[config.mk]
export PLATFORM = sky130hd
export DESIGN_NAME = byte_rmw_adapter
export DESIGN_NICKNAME = d
export VERILOG_FILES = /design/src/rtl/rmw_pkg.sv /design/src/rtl/rmw_seq_ctrl.sv /design/src/rtl/rmw_lane_merge.sv /design/src/rtl/rmw_lane_pick.sv /design/src/rtl/byte_rmw_adapter.sv
export SDC_FILE = /design/constraint.sdc
export NUM_CORES = 1
export LEC_CHECK = 0
export ABC_AREA = 1
export CORE_MARGIN = 4
export CORE_UTILIZATION = 36
export CTS_CLUSTER_DIAMETER = 120
export DETAILED_ROUTE_END_ITERATION = 16
export DONT_BUFFER_PORTS = 1
export PLACE_DENSITY = 0.5
export SETUP_SLACK_MARGIN = 0.05
export SLEW_MARGIN = 5
export SYNTH_ARGS = -nofsm -noshare
export SYNTH_HDL_FRONTEND = slang
export SYNTH_HIERARCHICAL = 1
export SYNTH_SLANG_ARGS = --single-unit
[constraint.sdc]
create_clock -name clk_i -period 2.1 [get_ports clk_i]
set_clock_uncertainty 0.1 [all_clocks]
set_input_delay 0.42 -clock clk_i [delete_from_list [all_inputs] [get_ports clk_i]]
set_output_delay 0.42 -clock clk_i [all_outputs]
set_load 0.01 [all_outputs]
[src/rtl/rmw_pkg.sv]
package rmw_pkg;
  typedef enum logic [2:0] {
    ST_IDLE  = 3'd0,
    ST_READ  = 3'd1,
    ST_MERGE = 3'd2,
    ST_WRITE = 3'd3,
    ST_DONE  = 3'd4
  } rmw_state_e;
endpackage

[src/rtl/rmw_seq_ctrl.sv]
module rmw_seq_ctrl
  import rmw_pkg::*;
(
  input  logic       clk_i,
  input  logic       rst_ni,
  input  logic       start_i,
  input  logic       start_full_i,
  input  logic       op_write_i,
  output rmw_state_e state_o,
  output logic       ready_o
);
  rmw_state_e state_q, state_d;

  always_comb begin
    state_d = state_q;
    unique case (state_q)
      ST_IDLE:  if (start_i) state_d = start_full_i ? ST_WRITE : ST_READ;
      ST_READ:  state_d = ST_MERGE;
      ST_MERGE: state_d = op_write_i ? ST_WRITE : ST_DONE;
      ST_WRITE: state_d = ST_DONE;
      ST_DONE:  state_d = ST_IDLE;
      default:  state_d = ST_IDLE;
    endcase
  end

  always_ff @(posedge clk_i or negedge rst_ni) begin
    if (!rst_ni) state_q <= ST_IDLE;
    else         state_q <= state_d;
  end

  assign state_o = state_q;
  assign ready_o = (state_q == ST_IDLE);

  // read data is consumed exactly one cycle after the read phase
  assert_read_then_merge_R3: assert property (@(posedge clk_i) disable iff (!rst_ni)
    state_q == ST_READ |=> state_q == ST_MERGE);

  assert_done_then_idle_R8: assert property (@(posedge clk_i) disable iff (!rst_ni)
    state_q == ST_DONE |=> state_q == ST_IDLE);
endmodule

[src/rtl/rmw_lane_merge.sv]
module rmw_lane_merge #(
  parameter int LANES = 8,
  localparam int OFF_W = $clog2(LANES),
  localparam int W = LANES * 8
) (
  input  logic [W-1:0]     word_i,
  input  logic [7:0]       byte_i,
  input  logic [OFF_W-1:0] lane_i,
  output logic [W-1:0]     word_o
);
  for (genvar g = 0; g < LANES; g++) begin : g_lane
    assign word_o[g*8 +: 8] = (lane_i == OFF_W'(g)) ? byte_i : word_i[g*8 +: 8];
  end
endmodule

[src/rtl/rmw_lane_pick.sv]
module rmw_lane_pick #(
  parameter int LANES = 8,
  localparam int OFF_W = $clog2(LANES),
  localparam int W = LANES * 8
) (
  input  logic [W-1:0]     word_i,
  input  logic [OFF_W-1:0] lane_i,
  output logic [7:0]       byte_o
);
  logic [7:0] lanes [LANES];

  for (genvar g = 0; g < LANES; g++) begin : g_lane
    assign lanes[g] = word_i[g*8 +: 8];
  end

  assign byte_o = lanes[lane_i];
endmodule

[src/rtl/byte_rmw_adapter.sv]
module byte_rmw_adapter
  import rmw_pkg::*;
#(
  parameter int ADDR_W = 32,
  parameter int DATA_W = 64,
  localparam int LANES = DATA_W / 8,
  localparam int OFF_W = $clog2(LANES),
  localparam int WADDR_W = ADDR_W - OFF_W
) (
  input  logic               clk_i,
  input  logic               rst_ni,
  input  logic               req_valid_i,
  output logic               req_ready_o,
  input  logic               req_write_i,
  input  logic               req_full_i,
  input  logic [ADDR_W-1:0]  req_addr_i,
  input  logic [7:0]         req_byte_i,
  input  logic [DATA_W-1:0]  req_word_i,
  output logic               rsp_valid_o,
  output logic [7:0]         rsp_byte_o,
  output logic               mem_rd_o,
  output logic               mem_wr_o,
  output logic [WADDR_W-1:0] mem_addr_o,
  output logic [DATA_W-1:0]  mem_wdata_o,
  input  logic [DATA_W-1:0]  mem_rdata_i
);
  rmw_state_e         state;
  logic               accept, full_req;
  logic [WADDR_W-1:0] waddr_q;
  logic [OFF_W-1:0]   lane_q;
  logic               wr_q, full_q;
  logic [7:0]         byte_q;
  logic [DATA_W-1:0]  hold_q, merged;

  assign full_req = req_write_i & req_full_i;
  assign accept   = req_valid_i & req_ready_o;

  rmw_seq_ctrl u_ctrl (
    .clk_i        (clk_i),
    .rst_ni       (rst_ni),
    .start_i      (accept),
    .start_full_i (full_req),
    .op_write_i   (wr_q),
    .state_o      (state),
    .ready_o      (req_ready_o)
  );

  rmw_lane_merge #(.LANES(LANES)) u_merge (
    .word_i (mem_rdata_i),
    .byte_i (byte_q),
    .lane_i (lane_q),
    .word_o (merged)
  );

  rmw_lane_pick #(.LANES(LANES)) u_pick (
    .word_i (hold_q),
    .lane_i (lane_q),
    .byte_o (rsp_byte_o)
  );

  always_ff @(posedge clk_i or negedge rst_ni) begin
    if (!rst_ni) begin
      waddr_q <= '0;
      lane_q  <= '0;
      wr_q    <= 1'b0;
      full_q  <= 1'b0;
      byte_q  <= '0;
      hold_q  <= '0;
    end else if (accept) begin
      waddr_q <= req_addr_i[ADDR_W-1:OFF_W];
      lane_q  <= full_req ? '0 : req_addr_i[OFF_W-1:0];
      wr_q    <= req_write_i;
      full_q  <= full_req;
      byte_q  <= req_byte_i;
      if (full_req) hold_q <= req_word_i;
    end else if (state == ST_MERGE) begin
      // read data arrives one cycle after the strobe
      hold_q <= wr_q ? merged : mem_rdata_i;
    end
  end

  assign mem_rd_o    = (state == ST_READ);
  assign mem_wr_o    = (state == ST_WRITE);
  assign mem_addr_o  = waddr_q;
  assign mem_wdata_o = hold_q;
  assign rsp_valid_o = (state == ST_DONE);

  logic [DATA_W-1:0] lane_mask;
  assign lane_mask = {{(DATA_W-8){1'b0}}, 8'hFF} << {lane_q, 3'b000};

  assert_busy_not_ready_R1: assert property (@(posedge clk_i) disable iff (!rst_ni)
    (mem_rd_o || mem_wr_o || rsp_valid_o) |-> !req_ready_o);

  assert_rd_wr_exclusive_R2: assert property (@(posedge clk_i) disable iff (!rst_ni)
    !(mem_rd_o && mem_wr_o));

  assert_writeback_after_read_R3: assert property (@(posedge clk_i) disable iff (!rst_ni)
    (mem_wr_o && !full_q) |-> $past(mem_rd_o, 2));

  assert_other_lanes_kept_R4: assert property (@(posedge clk_i) disable iff (!rst_ni)
    (mem_wr_o && !full_q) |-> (((mem_wdata_o ^ $past(mem_rdata_i)) & ~lane_mask) == '0));

  assert_new_lane_R5: assert property (@(posedge clk_i) disable iff (!rst_ni)
    (mem_wr_o && !full_q) |-> ((mem_wdata_o & lane_mask) == ({{(DATA_W-8){1'b0}}, byte_q} << {lane_q, 3'b000})));

  assert_read_no_write_R6: assert property (@(posedge clk_i) disable iff (!rst_ni)
    (rsp_valid_o && !wr_q) |-> ($past(mem_rd_o, 2) && !$past(mem_wr_o)));

  assert_full_skips_read_R7: assert property (@(posedge clk_i) disable iff (!rst_ni)
    (mem_wr_o && full_q) |-> !$past(mem_rd_o));

  assert_single_pulse_R8: assert property (@(posedge clk_i) disable iff (!rst_ni)
    rsp_valid_o |=> (req_ready_o && !rsp_valid_o));

  assert_no_access_idle_R9: assert property (@(posedge clk_i) disable iff (!rst_ni)
    req_ready_o |-> (!mem_rd_o && !mem_wr_o && !rsp_valid_o));
endmodule

# Yosys cells after proc, flatten, opt, wreduce, memory -nomap -nowiden
# Cells that the tools add are included.
dict set report op_classes {
  order_cmp 1
  eq_ne 13
  muxes 20
  bitwise_logic 3
  n_reduce_logical 4
}
# operator n
set ops {}
lappend ops {{$mux W64} 4}
lappend ops {{$mux W8} 10}
lappend ops {{$bmux W8 S3} 1}
lappend ops {{$eq A3 B3 Y1 const B} 5}
lappend ops {{$eq A3 B2 Y1 const B} 4}
lappend ops {{$pmux W3 S4} 1}
lappend ops {{$mux W3} 3}
lappend ops {{$eq A3 B1 Y1 const B} 2}
lappend ops {{$logic_not A3 Y1} 2}
lappend ops {{$ge A4 B4 Y1 const B} 1}
lappend ops {{$ne A2 B1 Y1 const B} 2}
lappend ops {{$not A3 Y4} 1}
lappend ops {{$and A1 B1 Y1} 2}
lappend ops {{$mux W2} 1}
lappend ops {{$reduce_and A2 Y1} 1}
lappend ops {{$reduce_bool A2 Y1} 1}
dict set report totals {
  reg_bits 108
  input_bits 173
  output_inout_bits 105
  elab_cells 47
}

# Logic depth before layout (Yosys ltp)
dict set report logic_depth {
  word_depth 5
  depth_mapped 11
  depth_no_buf 10
}

# By module
# The synthesis kept the hierarchy.
# mod n_inst cells_each area_per_inst_um2 seq_area_each_um2
set by_module_without_submodules {}
lappend by_module_without_submodules {byte_rmw_adapter 1 938 6258.5 2627.5}
lappend by_module_without_submodules {rmw_lane_merge 1 228 1041.0 0.0}
lappend by_module_without_submodules {rmw_lane_pick 1 214 933.4 0.0}
lappend by_module_without_submodules {rmw_seq_ctrl 1 23 155.1 75.1}

# Worst setup path after synthesis
# OpenSTA, ideal clock, no wires.
dict set report synth_path {
  kind {reg-to-reg}
  startpoint {register u_ctrl.state_q[1], in the netlist u_ctrl/state_o[1]}
  endpoint {register u_ctrl.state_q[1], in the netlist u_ctrl/state_o[1]}
  setup_ns 0.063
  t_arrival_ns 1.552
  required_ns 1.937
  setup_slack_ns 0.386
  path_stages_with_launch 12
  n_path_buf 2
  period_less_slack_ns 1.714
  cell_sequence {dfrtp_1 -> nor2_1 -> nand2_1 -> inv_1 -> nand2_2 -> inv_4 -> buf_4 -> buf_2 -> inv_1 -> a21oi_1 -> nand2_1 -> inv_1}
}
dict set report synth_between {
  elab_chain_len 3
}
# element line
set synth_lines {}
lappend synth_lines {{start: declaration} rmw_seq_ctrl.sv:12} ;# rmw_state_e state_q, state_d;
lappend synth_lines {{start signal: assignment} rmw_seq_ctrl.sv:28} ;# else state_q <= state_d;
lappend synth_lines {{$logic_not A3 Y1} rmw_seq_ctrl.sv:32} ;# assign ready_o = (state_q == ST_IDLE);
lappend synth_lines {{net req_ready_o} byte_rmw_adapter.sv:13} ;# output logic req_ready_o,
lappend synth_lines {{$and A1 B1 Y1} byte_rmw_adapter.sv:36} ;# assign accept = req_valid_i & req_ready_o;
lappend synth_lines {{net accept} byte_rmw_adapter.sv:28} ;# logic accept, full_req;
lappend synth_lines {{$ne A2 B1 Y1 (no line)} --}
# The timed path passes the listed nets, and every way through them passes these cells.
# A chain may end at the register's enable or synchronous reset.

# Final worst setup path
dict set report layout_path {
  startpoint {register lane_q[0]}
  endpoint {output rsp_byte_o[7]}
}
dict set report layout_between {
  elab_chain_len 4
}
# element line
set layout_lines {}
lappend layout_lines {{start: declaration} byte_rmw_adapter.sv:30} ;# logic [OFF_W-1:0] lane_q;
lappend layout_lines {{start signal: assignment} byte_rmw_adapter.sv:71} ;# lane_q <= full_req ? '0 : req_addr_i[OFF_W-1:0];
lappend layout_lines {{$not A3 Y4 (not written as such)} rmw_lane_pick.sv:16} ;# assign byte_o = lanes[lane_i];
lappend layout_lines {{$bmux W8 S3} rmw_lane_pick.sv:16}
lappend layout_lines {{$mux W8 (not written as such) (2 in series)} rmw_lane_pick.sv:16}
lappend layout_lines {{end: declaration} byte_rmw_adapter.sv:20} ;# output logic [7:0] rsp_byte_o,
# Every way passes these cells. The select of a mux whose other input is x is not followed.

==> reports/qor.txt <==
PD cells: 1640 mW/mm^2
CP Class: reg -> out
Worst setup slack after layout: -36.8 ps
Max IR drop VDD: 0.000645 V
Tcrit/Tclk final: 102%
Commonest cells post-synth: nand2_1, inv_1, nand3_1
Port-buffer cells: 0
Via density: 4.95
Maxcap violations: 0
Synth area leaders: nand2_1, dfrtp_1, inv_1
HP Class: in -> async
Failing checks: hold timing, setup timing
Seq/Total Area, Yosys: 32.2%
Filler Cell Count: 2519
Req. time, crit path: 1580 ps
Critical path fanouts, max: 8
Pre-antenna DRT Iters: 5
Post-route ant nets: 0
Final Util: 41.5%
R2R Setup Slk: 190 ps
Main synth FF type: dfrtp_1
CTS tree: done
Area Growth Syn to Fin: 12.8%
Cts bufs inserted: 9
Die Y-Extent: 161 um
Final worst path period need: 2140 ps
Area leader, netlist: nand2_1
Syn. warnings: 6
Die W: 161 um
Unrepaired setup endpoints after global routing: yes
Clock Pin Slew Worst Setup and Hold Paths: 90 ps
Nets@finish: 1552
Final wirelength: 32200 um
Vias in the first global route: 7924
Syn Inst Count: 1403
GRT Total Usage: 24.0%
Share of flip-flops with an asynchronous set or reset: 100%
Flip-flop and latch area: 0.00271 mm^2
H-tree levels: 3
Post-Syn Area: 0.00839 mm^2
CP Capture Type: output port
Routed WL per cell: 19.0 um
GP Congestion: 0.845
Peak Freq: 468 MHz
First-pass GRT wire length: 48400 um
CTS Sinks: 108
Max_slew headroom: 54.6%
Worst-Margin Slew: 680 ps
Syn avg cell area: 5.98 um^2
Number of flops mapped to enable cells by yosys: 0
Startpoint Class: flop
Leak Pwr: 5.63 nW
CTS max path bufs: 2
Top cell type's share of synthesized area: 32.5%
Initial antenna violation count: 0
Total global routing overflow: 0
Final hold vios: 108
Vias after detailed routing: 8402
Core Rows: 55
Worst-Skew Late Latency: 360 ps
Crit path DAT: 1620 ps
Slew Limit Fails: 0
DR iter-0 viols: 759
I/O pin count: 278
# setup viols final: 6
Syn Nets: 1576
Share of cells above drive strength 1: 14.2%
Initial Utilization: 36.8%
Status: finished with violations
Count of different cell masters after synthesis: 21
CTS root buf: clkbuf_16
N_diodes: 0
Residual DRC count: 0
Hold_ws: -357 ps
Yosys reg bits: 108
Largest net degree at the start of global routing: 109
Multi-input gate area in the final layout: 0.00457 mm^2
Core Box Area: 0.0228 mm^2
Area of the die: 0.0258 mm^2
Most common cell in the netlist: nand2_1
DP HPWL: 22600 um
==> metrics by stage <==
step           setup TNS, ps  cells  setup slack, ps  instance area (um^2)  power, mW
3_5_place_dp               0   1670              175                  8610       12.7
5_1_grt                 -434   1697            -79.3                  9460       16.9
3_3_place_gp               0   1670              200                  8610       12.6
6_report                -136   1697            -36.8                  9460       15.5
2_1_floorplan              0   1403              386                  8390       10.2
4_1_cts                -1.98   1688            -1.47                  9020       14.8
==> per-layer routing <==
| metal | global-route usage [%] | share of wire [%] | up-vias | wire length (um) |
|---|---|---|---|---|
| met5 | 0 | 0 | - | 0 |
| met4 | 5.40 | 1.3 | 0 | 426 |
| met3 | 6.42 | 10 | 22 | 3270 |
| met2 | 36.7 | 45 | 384 | 14500 |
| met1 | 34.1 | 44 | 3830 | 14000 |
| li1 | - | - | 4166 | - |
==> flip-flops by register name, indices dropped and copies added, names as in the netlist <==
signal,cells
mem_addr_o,29
u_ctrl/state_o,3
wr_q,1
mem_wdata_o,64
lane_q,3
byte_q,8
==> cells in the final DEF, fill, tap and decap left out <==
cell / netlist / layout
buf_6: 20 / 4
clkinv_1: 2 / 1
clkbuf_16: 0 / 12
clkbuf_8: 0 / 2
nand3_4: 0 / 6
dfrtp_2: 0 / 3
nand2_2: 12 / 55
inv_1: 211 / 210
buf_8: 1 / 1
a21oi_1: 1 / 1
dfrtp_1: 108 / 105
clkinvlp_4: 0 / 2
inv_2: 3 / 3
buf_12: 0 / 8
nand2_4: 1 / 5
nand3_1: 156 / 135
nor2_1: 5 / 5
nor2_8: 1 / 1
bufinv_16: 0 / 1
clkinv_8: 0 / 1
nand2_1: 726 / 678
o21ai_0: 10 / 10
nand4_1: 40 / 40
inv_6: 0 / 4
nand3_2: 31 / 46
nor3_1: 3 / 3
nand2_8: 0 / 1
inv_4: 2 / 1
buf_16: 0 / 2
buf_4: 9 / 38
==> power breakdown <==
part	switching (mW)	internal, mW	leakage, nW
clock network	0.901	1.01	0.153
registers	1.69	3.09	1.33
logic	5.71	3.12	4.14
==> worst max-delay path, cell delays in order (launching register included) <==
cell,delay (ps)
dfrtp_2,460
clkinv_8,110
buf_12,160
buf_6,120
nand2_2,50
nand3_2,100
nand2_1,80
nand2_1,60
nand2_2,100
==> cell families (layout without fill, tap and decap cells) <==
group / Yosys count / count (layout) / share of synthesized area [%]
flip-flops: 108 / 108 / 32.2
buffers and inverters: 309 / 290 / 17.0
AND/OR/NAND/NOR: 975 / 975 / 50.1
AO/OA/AOI/OAI: 11 / 11 / 0.656
==> layout make-up <==
cell class	instances	share of cell area, %
clock buffer	11	2.67
clock inverter	5	0.675
inverter	218	8.90
multi-input combinational	986	48.3
sequential	108	28.6
tap	313	4.14
timing repair buffer	56	6.72
==> path summary, 6_finish.rpt <==
kind | from | endpoint | depth (start not counted)
setup / recovery | lane_q[0]$_DFFE_PN0P_ | rsp_byte_o[7] | 8
max in group asynchronous | rst_ni | wr_q$_DFFE_PN0P_ | 0
hold reg to reg | mem_addr_o[25]$_DFFE_PN0P_ | mem_addr_o[25]$_DFFE_PN0P_ | 2
min in group clk_i | req_addr_i[26] | mem_addr_o[23]$_DFFE_PN0P_ | 2
setup reg to reg | lane_q[1]$_DFFE_PN0P_ | mem_wdata_o[43]$_DFFE_PN0P_ | 10
hold / removal | rst_ni | mem_wdata_o[20]$_DFFE_PN0P_ | 0
==> timing repair <==
action,CTS,global route
gates cloned,0,3
hold endpoints to repair,108,108
gates resized for setup,21,79
setup buffers,2,6
pin swaps,0,31
endpoints found under the setup margin,8,53
Note: power is estimated with default switching activity, not from simulation.
